==> config.mk <==
export PLATFORM = sky130hd
export DESIGN_NAME = fpbox_sgnj
export DESIGN_NICKNAME = d
export VERILOG_FILES = /design/src/rtl/fpbox_pkg.sv /design/src/rtl/fpbox_ctrl.sv /design/src/rtl/fpbox_dp.sv /design/src/rtl/fpbox_sgnj.sv
export SDC_FILE = /design/constraint.sdc
export NUM_CORES = 1
export LEC_CHECK = 0
export ABC_AREA = 1
export BUFFER_PORTS_ARGS = -buffer_cell sky130_fd_sc_hd__buf_2
export CAP_MARGIN = 10
export CORE_AREA = 2 2 152 154
export CTS_CLUSTER_DIAMETER = 60
export DETAILED_ROUTE_END_ITERATION = 8
export DIE_AREA = 0 0 154 156
export MAX_ROUTING_LAYER = met4
export PLACE_DENSITY = 0.61
export SETUP_SLACK_MARGIN = 0.05
export SYNTH_ARGS = -nofsm -noshare
export SYNTH_HDL_FRONTEND = slang
export SYNTH_SLANG_ARGS = --single-unit
==> constraint.sdc <==
create_clock -name clk -period 0.8 [get_ports clk]
set_input_delay 0.08 -clock clk [delete_from_list [all_inputs] [get_ports clk]]
set_output_delay 0.08 -clock clk [all_outputs]
set_load 0.02 [all_outputs]
==> src/rtl/fpbox_pkg.sv <==
package fpbox_pkg;
  localparam int FLEN = 128;
  localparam int SGL  = 32;
  localparam int DBL  = 64;

  localparam logic [SGL-1:0]  NAN_S = 32'h7FC00000;
  localparam logic [DBL-1:0]  NAN_D = 64'h7FF8000000000000;

  typedef enum logic [1:0] {
    FMT_S   = 2'b00,
    FMT_D   = 2'b01,
    FMT_RSV = 2'b10,
    FMT_Q   = 2'b11
  } fmt_e;

  typedef enum logic [1:0] {
    OP_COPY = 2'b00,
    OP_INV  = 2'b01,
    OP_XOR  = 2'b10,
    OP_NEG  = 2'b11
  } op_e;

  // Strobes from control to datapath
  typedef struct packed {
    logic wSingle;
    logic wDouble;
    logic wQuad;
    logic invertB;
    logic xorA;
    logic negOnly;
  } ctl_t;
endpackage

==> src/rtl/fpbox_ctrl.sv <==
module fpbox_ctrl
  import fpbox_pkg::*;
(
  input  logic [1:0] fmtSel,
  input  logic [1:0] opSel,
  output ctl_t       ctl
);
  fmt_e fmt;
  op_e  op;

  always_comb begin
    fmt = fmt_e'(fmtSel);
    op  = op_e'(opSel);
    ctl = '0;
    unique case (fmt)
      FMT_S:          ctl.wSingle = 1'b1;
      FMT_D:          ctl.wDouble = 1'b1;
      FMT_Q, FMT_RSV: ctl.wQuad   = 1'b1;
      default:        ctl.wQuad   = 1'b1;
    endcase
    unique case (op)
      OP_COPY: ;
      OP_INV:  ctl.invertB = 1'b1;
      OP_XOR:  ctl.xorA    = 1'b1;
      OP_NEG:  ctl.negOnly = 1'b1;
      default: ;
    endcase
  end
endmodule

==> src/rtl/fpbox_dp.sv <==
module fpbox_dp
  import fpbox_pkg::*;
(
  input  ctl_t            ctl,
  input  logic [FLEN-1:0] opA,
  input  logic [FLEN-1:0] opB,
  output logic [FLEN-1:0] dpRes
);
  localparam int PADS = FLEN - SGL;
  localparam int PADD = FLEN - DBL;

  logic            aDblOk, bDblOk, aSglOk, bSglOk;
  logic [SGL-1:0]  aS, bS;
  logic [DBL-1:0]  aD, bD;
  logic            sgnS, sgnD, sgnQ;
  logic [FLEN-1:0] resS, resD, resQ;

  // Read side: box validation and canonical-NaN substitution
  always_comb begin
    aDblOk = &opA[FLEN-1:DBL];
    bDblOk = &opB[FLEN-1:DBL];
    aSglOk = aDblOk & (&opA[DBL-1:SGL]);
    bSglOk = bDblOk & (&opB[DBL-1:SGL]);
    aS = aSglOk ? opA[SGL-1:0] : NAN_S;
    bS = bSglOk ? opB[SGL-1:0] : NAN_S;
    aD = aDblOk ? opA[DBL-1:0] : NAN_D;
    bD = bDblOk ? opB[DBL-1:0] : NAN_D;
  end

  // New sign per width
  function automatic logic newSign(input ctl_t c, input logic sa, input logic sb);
    if (c.negOnly) newSign = ~sa;
    else           newSign = sb ^ (c.xorA ? sa : c.invertB);
  endfunction

  // Write side: re-box narrow results
  always_comb begin
    sgnS = newSign(ctl, aS[SGL-1], bS[SGL-1]);
    sgnD = newSign(ctl, aD[DBL-1], bD[DBL-1]);
    sgnQ = newSign(ctl, opA[FLEN-1], opB[FLEN-1]);
    resS = {{PADS{1'b1}}, sgnS, aS[SGL-2:0]};
    resD = {{PADD{1'b1}}, sgnD, aD[DBL-2:0]};
    resQ = {sgnQ, opA[FLEN-2:0]};
    if (ctl.wSingle)      dpRes = resS;
    else if (ctl.wDouble) dpRes = resD;
    else                  dpRes = resQ;
  end
endmodule

==> src/rtl/fpbox_sgnj.sv <==
module fpbox_sgnj
  import fpbox_pkg::*;
#(
  parameter bit REG_OUT = 1'b1
) (
  input  logic             clk,
  input  logic             rstN,
  input  logic [1:0]       fmtSel,
  input  logic [1:0]       opSel,
  input  logic [FLEN-1:0]  opA,
  input  logic [FLEN-1:0]  opB,
  output logic [FLEN-1:0]  resOut
);
  ctl_t            ctl;
  logic [FLEN-1:0] dpRes;

  fpbox_ctrl u_ctrl (.fmtSel(fmtSel), .opSel(opSel), .ctl(ctl));
  fpbox_dp   u_dp   (.ctl(ctl), .opA(opA), .opB(opB), .dpRes(dpRes));

  generate
    if (REG_OUT) begin : g_reg
      logic [FLEN-1:0] resQ;
      always_ff @(posedge clk or negedge rstN) begin
        if (!rstN) resQ <= '0;
        else       resQ <= dpRes;
      end
      assign resOut = resQ;
    end else begin : g_comb
      assign resOut = dpRes;
    end
  endgenerate

  // Assertions on the datapath result against the input ports
  p_box_single_r1: assert property (@(posedge clk) disable iff (!rstN)
    (fmtSel == 2'b00) |-> (&dpRes[FLEN-1:SGL]));

  p_canon_single_r2: assert property (@(posedge clk) disable iff (!rstN)
    (fmtSel == 2'b00 && !(&opA[FLEN-1:SGL])) |-> (dpRes[SGL-2:0] == NAN_S[SGL-2:0]));

  p_box_double_r3: assert property (@(posedge clk) disable iff (!rstN)
    (fmtSel == 2'b01) |-> (&dpRes[FLEN-1:DBL]));

  p_canon_double_r4: assert property (@(posedge clk) disable iff (!rstN)
    (fmtSel == 2'b01 && !(&opA[FLEN-1:DBL])) |-> (dpRes[DBL-2:0] == NAN_D[DBL-2:0]));

  p_quad_body_r5: assert property (@(posedge clk) disable iff (!rstN)
    fmtSel[1] |-> (dpRes[FLEN-2:0] == opA[FLEN-2:0]));

  p_copy_sign_r6: assert property (@(posedge clk) disable iff (!rstN)
    (fmtSel[1] && opSel == 2'b00) |-> (dpRes[FLEN-1] == opB[FLEN-1]));

  p_negate_flip_r7: assert property (@(posedge clk) disable iff (!rstN)
    (fmtSel[1] && opSel == 2'b11) |-> (dpRes[FLEN-1] != opA[FLEN-1]));
endmodule

* Yosys cells after proc, flatten, opt, wreduce, memory -nomap -nowiden
Index checks and enable logic that the tools add are counted.
Storage, ports and cells: register bits 128
Cells by class: bitwise logic cells 8, eq/ne operators 4, multiplexer cells 17, reduce and logical (&&, ||, !) cells 5
Operators by type and width (number):
- $mux W128 | 2
- $mux W64 | 2
- $reduce_and A64 Y1 | 2
- $mux W32 | 2
- $reduce_and A32 Y1 | 2
- $mux W1 | 11
- $eq A2 B1 Y1 const B | 2
- $eq A2 B2 Y1 const B | 2
- $not A1 Y1 | 3
- $xor A1 B1 Y1 | 3
- $and A1 B1 Y1 | 2
- $logic_not A2 Y1 | 1

* Depth between registers and ports, before layout
depth in word-level cells 7, gate-level depth with buffers 12, mapped depth without buffers 12

* By module
From an unflattened synthesis, not the netlist that was laid out.
Unflattened totals: cell total of the unflattened synthesis 522, area, all modules 5168.7 um2
By module, submodules not included:
- fpbox_sgnj | instances 1, cells an instance 128, seq. area each 3203.1 um2, area an instance 3203.1 um2
- fpbox_dp | instances 1, cells an instance 384, seq. area each 0.0 um2, area an instance 1928.1 um2
- fpbox_ctrl | instances 1, cells an instance 10, seq. area each 0.0 um2, area an instance 37.5 um2

* Worst setup path before layout
OpenSTA, ideal clock, no wires.
kind input -> register, start in opA[121], end reg g_reg.resQ[41], in the netlist resOut[41], data required time 0.670 ns, setup slack -0.342 ns, stages on the path 12, arrival 1.012 ns, cells stage by stage nand2_1 > nor2_1 > nand2_1 > nor2_1 > nand2_1 > nor2_4 > nor3_2 > inv_2 > buf_6 > buf_12 > nand2_1 > nand2_1
Between the ends: word-level cells in the longest chain between the ends 4
Ends and longest elaborated chain:
- from (decl) | line fpbox_sgnj.sv:10 | input logic [FLEN-1:0] opA,
- $reduce_and A64 Y1 | line fpbox_dp.sv:20 | aDblOk = &opA[FLEN-1:DBL];
- $mux W64 | line fpbox_dp.sv:26 | aD = aDblOk ? opA[DBL-1:0] : NAN_D;
- $mux W128 | line fpbox_dp.sv:45 | else if (ctl.wDouble) dpRes = resD;
- $mux W128 | line fpbox_dp.sv:44 | if (ctl.wSingle) dpRes = resS;
- via dpRes[41] | line fpbox_sgnj.sv:15 | logic [FLEN-1:0] dpRes;
- to (signal assigned) | line fpbox_sgnj.sv:25 | else resQ <= dpRes;
- to (decl) | line fpbox_sgnj.sv:22 | logic [FLEN-1:0] resQ;
The timed path passes the listed nets, and every way through them passes these cells.

* Worst setup path in the final report
start in opA[110], end reg g_reg.resQ[21], in the netlist resOut[21]
Between the ends: word-level cells in the longest chain between the ends 4, elaborated cells on any way between the ends 6, those cells by class 4 x mux; 1 x bitwise; 1 x reduce/logical
Ends and longest elaborated chain (line):
- $reduce_and A64 Y1 * | fpbox_dp.sv:20
- $mux W64 or $and A1 B1 Y1 (tied branches) | fpbox_dp.sv:26, fpbox_dp.sv:22
- $mux W128 or $mux W32 (tied branches) | fpbox_dp.sv:45, fpbox_dp.sv:24
- $mux W128 * | fpbox_dp.sv:44
- via dpRes[21] | fpbox_sgnj.sv:15
The timed path passes the listed nets; every way through them passes the cells marked *.

==> impl_metrics.csv <==
group,metric,value,unit
critical_path,cp-startpoint,"opA[110]",
cells_and_area,syn2layout_area_growth,117,%
timing,worst_pin_slew,0.254,ns
drt,drt-total-wl,22600,microns
power_and_ir_drop,netSwitchingPower,5.14,mW
yosys,synth_edf_count,0,
timing,layout_setup_ws,-0.220,ns
yosys,syn_avg_cell_area,8.86,sq um
cts,clockRootBuffer,"clkbuf_16",
drt,vias,6121,
yosys,ys_top_cells_by_area,"dfrtp_1 60%, nand2_1 14%, or2_2 7.4%",
cells_and_area,largest_reg_flops,128,
timing,layout_min_cycle_time,1.02,ns
placement,dp_hpwl,14900,microns
cts,h-tree-depth,4,
drt,drt_iter0_drc,238,
hold_path,holdPathEnd,"resOut[82]",
critical_path,max_stage_delay,0.16,ns
flow_run,drv_cap,0,
yosys,yosysWarnings,0,
critical_path,start_kind,"primary input",
yosys,postSynthCellCount,602,
power_and_ir_drop,combPwrFrac,23.8,%
grt,grt_usage,18.1,%
drt,dr.pass1.iters,4,
hold_path,holdCritStartpoint,"opA[82]",
drt,via_per_inst,4.21,
die,rows,55,
power_and_ir_drop,clkPwrFrac,37.8,%
die,die_y,156,microns
placement,io_buffers,358,
drt,ant_nets,0,
grt,grt_pass1_wl,32300,microns
die,ios,390,
timing,rsz0062_at_grt,"yes",
hold_path,hp-class,"primary input to register",
yosys,ys_seq_elements,128,
timing,fmax,980,MHz
yosys,synth_fp_nets,864,
grt,antenna_found_initial,1,
grt,grt_pass1_vias,6397,
die,initial_utilization,23.9,%
grt,grt-ovfl-total,0,
yosys,synth_top_area_cell,"dfrtp_1",
timing,slew_headroom,83.0,%
yosys,yosysTopAreaCellShare,60.0,%
timing,setup_viol,192,
timing,hold_violations,3,
critical_path,cp_max_fo,6,
yosys,async_flop_share,100,%
timing,drv_slew,0,
cts,clk_path_buf_depth,2,
status,status,"finished with violations",
cts,cts_buffers,17,
timing,whs,-0.0186,ns
critical_path,crit_type,"primary input to register",
cts,cts_tree,"done",
yosys,synth_seq_area_share,60.0,%
power_and_ir_drop,peakVddDrop,0.898,mV
yosys,synth_common_cells,"204 x nand2_1, 128 x dfrtp_1, 91 x nor2_1, 63 x or2_2, 49 x inv_1",
power_and_ir_drop,p_seq_share,38.4,%
cells_and_area,drive_above_1_share,54.1,%
grt,grt_max_degree,48,
critical_path,worstPathRequired,1.14,ns
cts,cts.sinks,128,
power_and_ir_drop,power_density,1590,nW/um^2
die,core_area,22400,sq um
cells_and_area,fillCellCount,1902,
timing,fin_tns_setup,-34.66,ns
critical_path,crit_slowest_cell,"nor2_4",
yosys,synth_area,5340,sq um
placement,gp_congestion,0.865,
power_and_ir_drop,p_leak,5.56,nW
die,dieArea,24000,sq um
critical_path,endpoint_kind,"register",
cts,cts_hold_buf,124,
timing,fin_crit_sh,128,%
power_and_ir_drop,power.share.switching,27.9,%
yosys,yosysMostFrequentCell,"nand2_1",
cells_and_area,final_nets,1416,
critical_path,path_cells,"buf_6 -> nand2_4 -> nor2_2 -> nand2_2 -> nor2_4 -> nand2_4 -> nor2_4 -> nand2_2 -> nand2_4 -> buf_12 -> nand2_8 -> nor2_4",
drt,drc_errors,0,
hold_path,hold_depth,3,
yosys,synth_ff_type,"dfrtp_1",
critical_path,cp_data_arrival_time,1.36,ns
drt,wl_per_cell,15.6,microns
die,die_w,154,microns
status,violations,"hold timing, setup timing",
cts,clk_pin_slew,0.06,ns
yosys,synth.distinct_cells,23,
power_and_ir_drop,internal-power,13.3,mW
## how the worst max path moves through the flow
stage,to,slack (ns),cells after the start
global placement,resOut[31],-0.81,12
global route,resOut[21],-0.29,12
detailed placement,resOut[18],-0.84,11
finish,resOut[21],-0.22,12
floorplan,resOut[53],-0.34,11
CTS,resOut[101],-0.24,1
## metal layers
metal  vias to the layer above  wire [microns]  share of wire [%]  GRT usage [%]
met2                       265           12500                 55           33.3
li1                       2933               -                  -              -
met4                         0             814                3.6           9.26
met1                      2872            8090                 36           18.3
met5                         -               0                  0              -
met3                        51            1200                5.3           3.50
## repair_timing
action                                  CTS  global route
hold endpoints to repair                254             3
gates cloned                              2             4
endpoints found under the setup margin  192           195
pin swaps                                27            72
buffers inserted                         10             0
resized for setup                       320           155
## power groups by stage
| stage | clock network [mW] | registers, mW | logic [mW] |
|---|---|---|---|
| detailed placement | 0 | 7.09 | 2.79 |
| floorplan | 0 | 7.63 | 0.653 |
| global route | 7.45 | 7.11 | 4.67 |
| global placement | 0 | 7.08 | 2.76 |
| CTS | 7.21 | 7.08 | 3.96 |
| finish | 6.99 | 7.08 | 4.39 |
## kinds of logic after synthesis
logic type / Yosys count / synth area share, %
simple gates: 398 / 33.3
flops: 128 / 60.0
compound gates: 12 / 1.17
buf+inv: 64 / 5.51
## final cells by class
class	count	area (sq um)	area share [%]
repair buffers	542	4920	42.5
flip-flops and latches	128	3200	27.7
multi-input cells	414	2370	20.4
clock buffers	18	439	3.79
well taps	285	357	3.08
inverters	51	194	1.67
clock inverters	13	93.8	0.810
diodes	2	5.00	0.0432
## placed cells by master (no fill, tap or decap), types with 2 or more instances in the layout
cell,count
buf_4,47
nand3_1,6
buf_8,4
dlymetal6s4s_1,2
clkinv_4,5
or2_2,61
nand3_2,3
nand4_1,12
diode_2,2
dfrtp_1,128
dlygate4sd3_1,122
a21oi_2,8
nor2_1,57
nand2_2,42
inv_1,49
nand2_1,154
nor3_4,2
buf_12,10
nand2_4,10
buf_6,201
clkinv_2,4
nor2_4,26
nor2_2,21
clkbuf_16,18
or2_4,2
nand2_8,4
buf_2,155
clkinvlp_4,4
## metrics by stage
stage	util, %	cells	setup slack (ns)	instance area (sq um)	total power [mW]
floorplan	-	602	-0.341	5360	8.28
global placement	35.1	1281	-0.807	7850	9.84
detailed placement	35.1	1281	-0.840	7850	9.88
CTS	48.6	1447	-0.243	10900	18.2
global route	51.8	1452	-0.288	11600	19.2
finish	51.8	1453	-0.220	11600	18.5
## worst max-delay path, delay by kind of cell
family | cells | cell delay, ns
AND/OR/NAND/NOR | 10 | 1.06
buffers and inverters | 2 | 0.22
No activity file was read; power rests on OpenSTA's default activity.
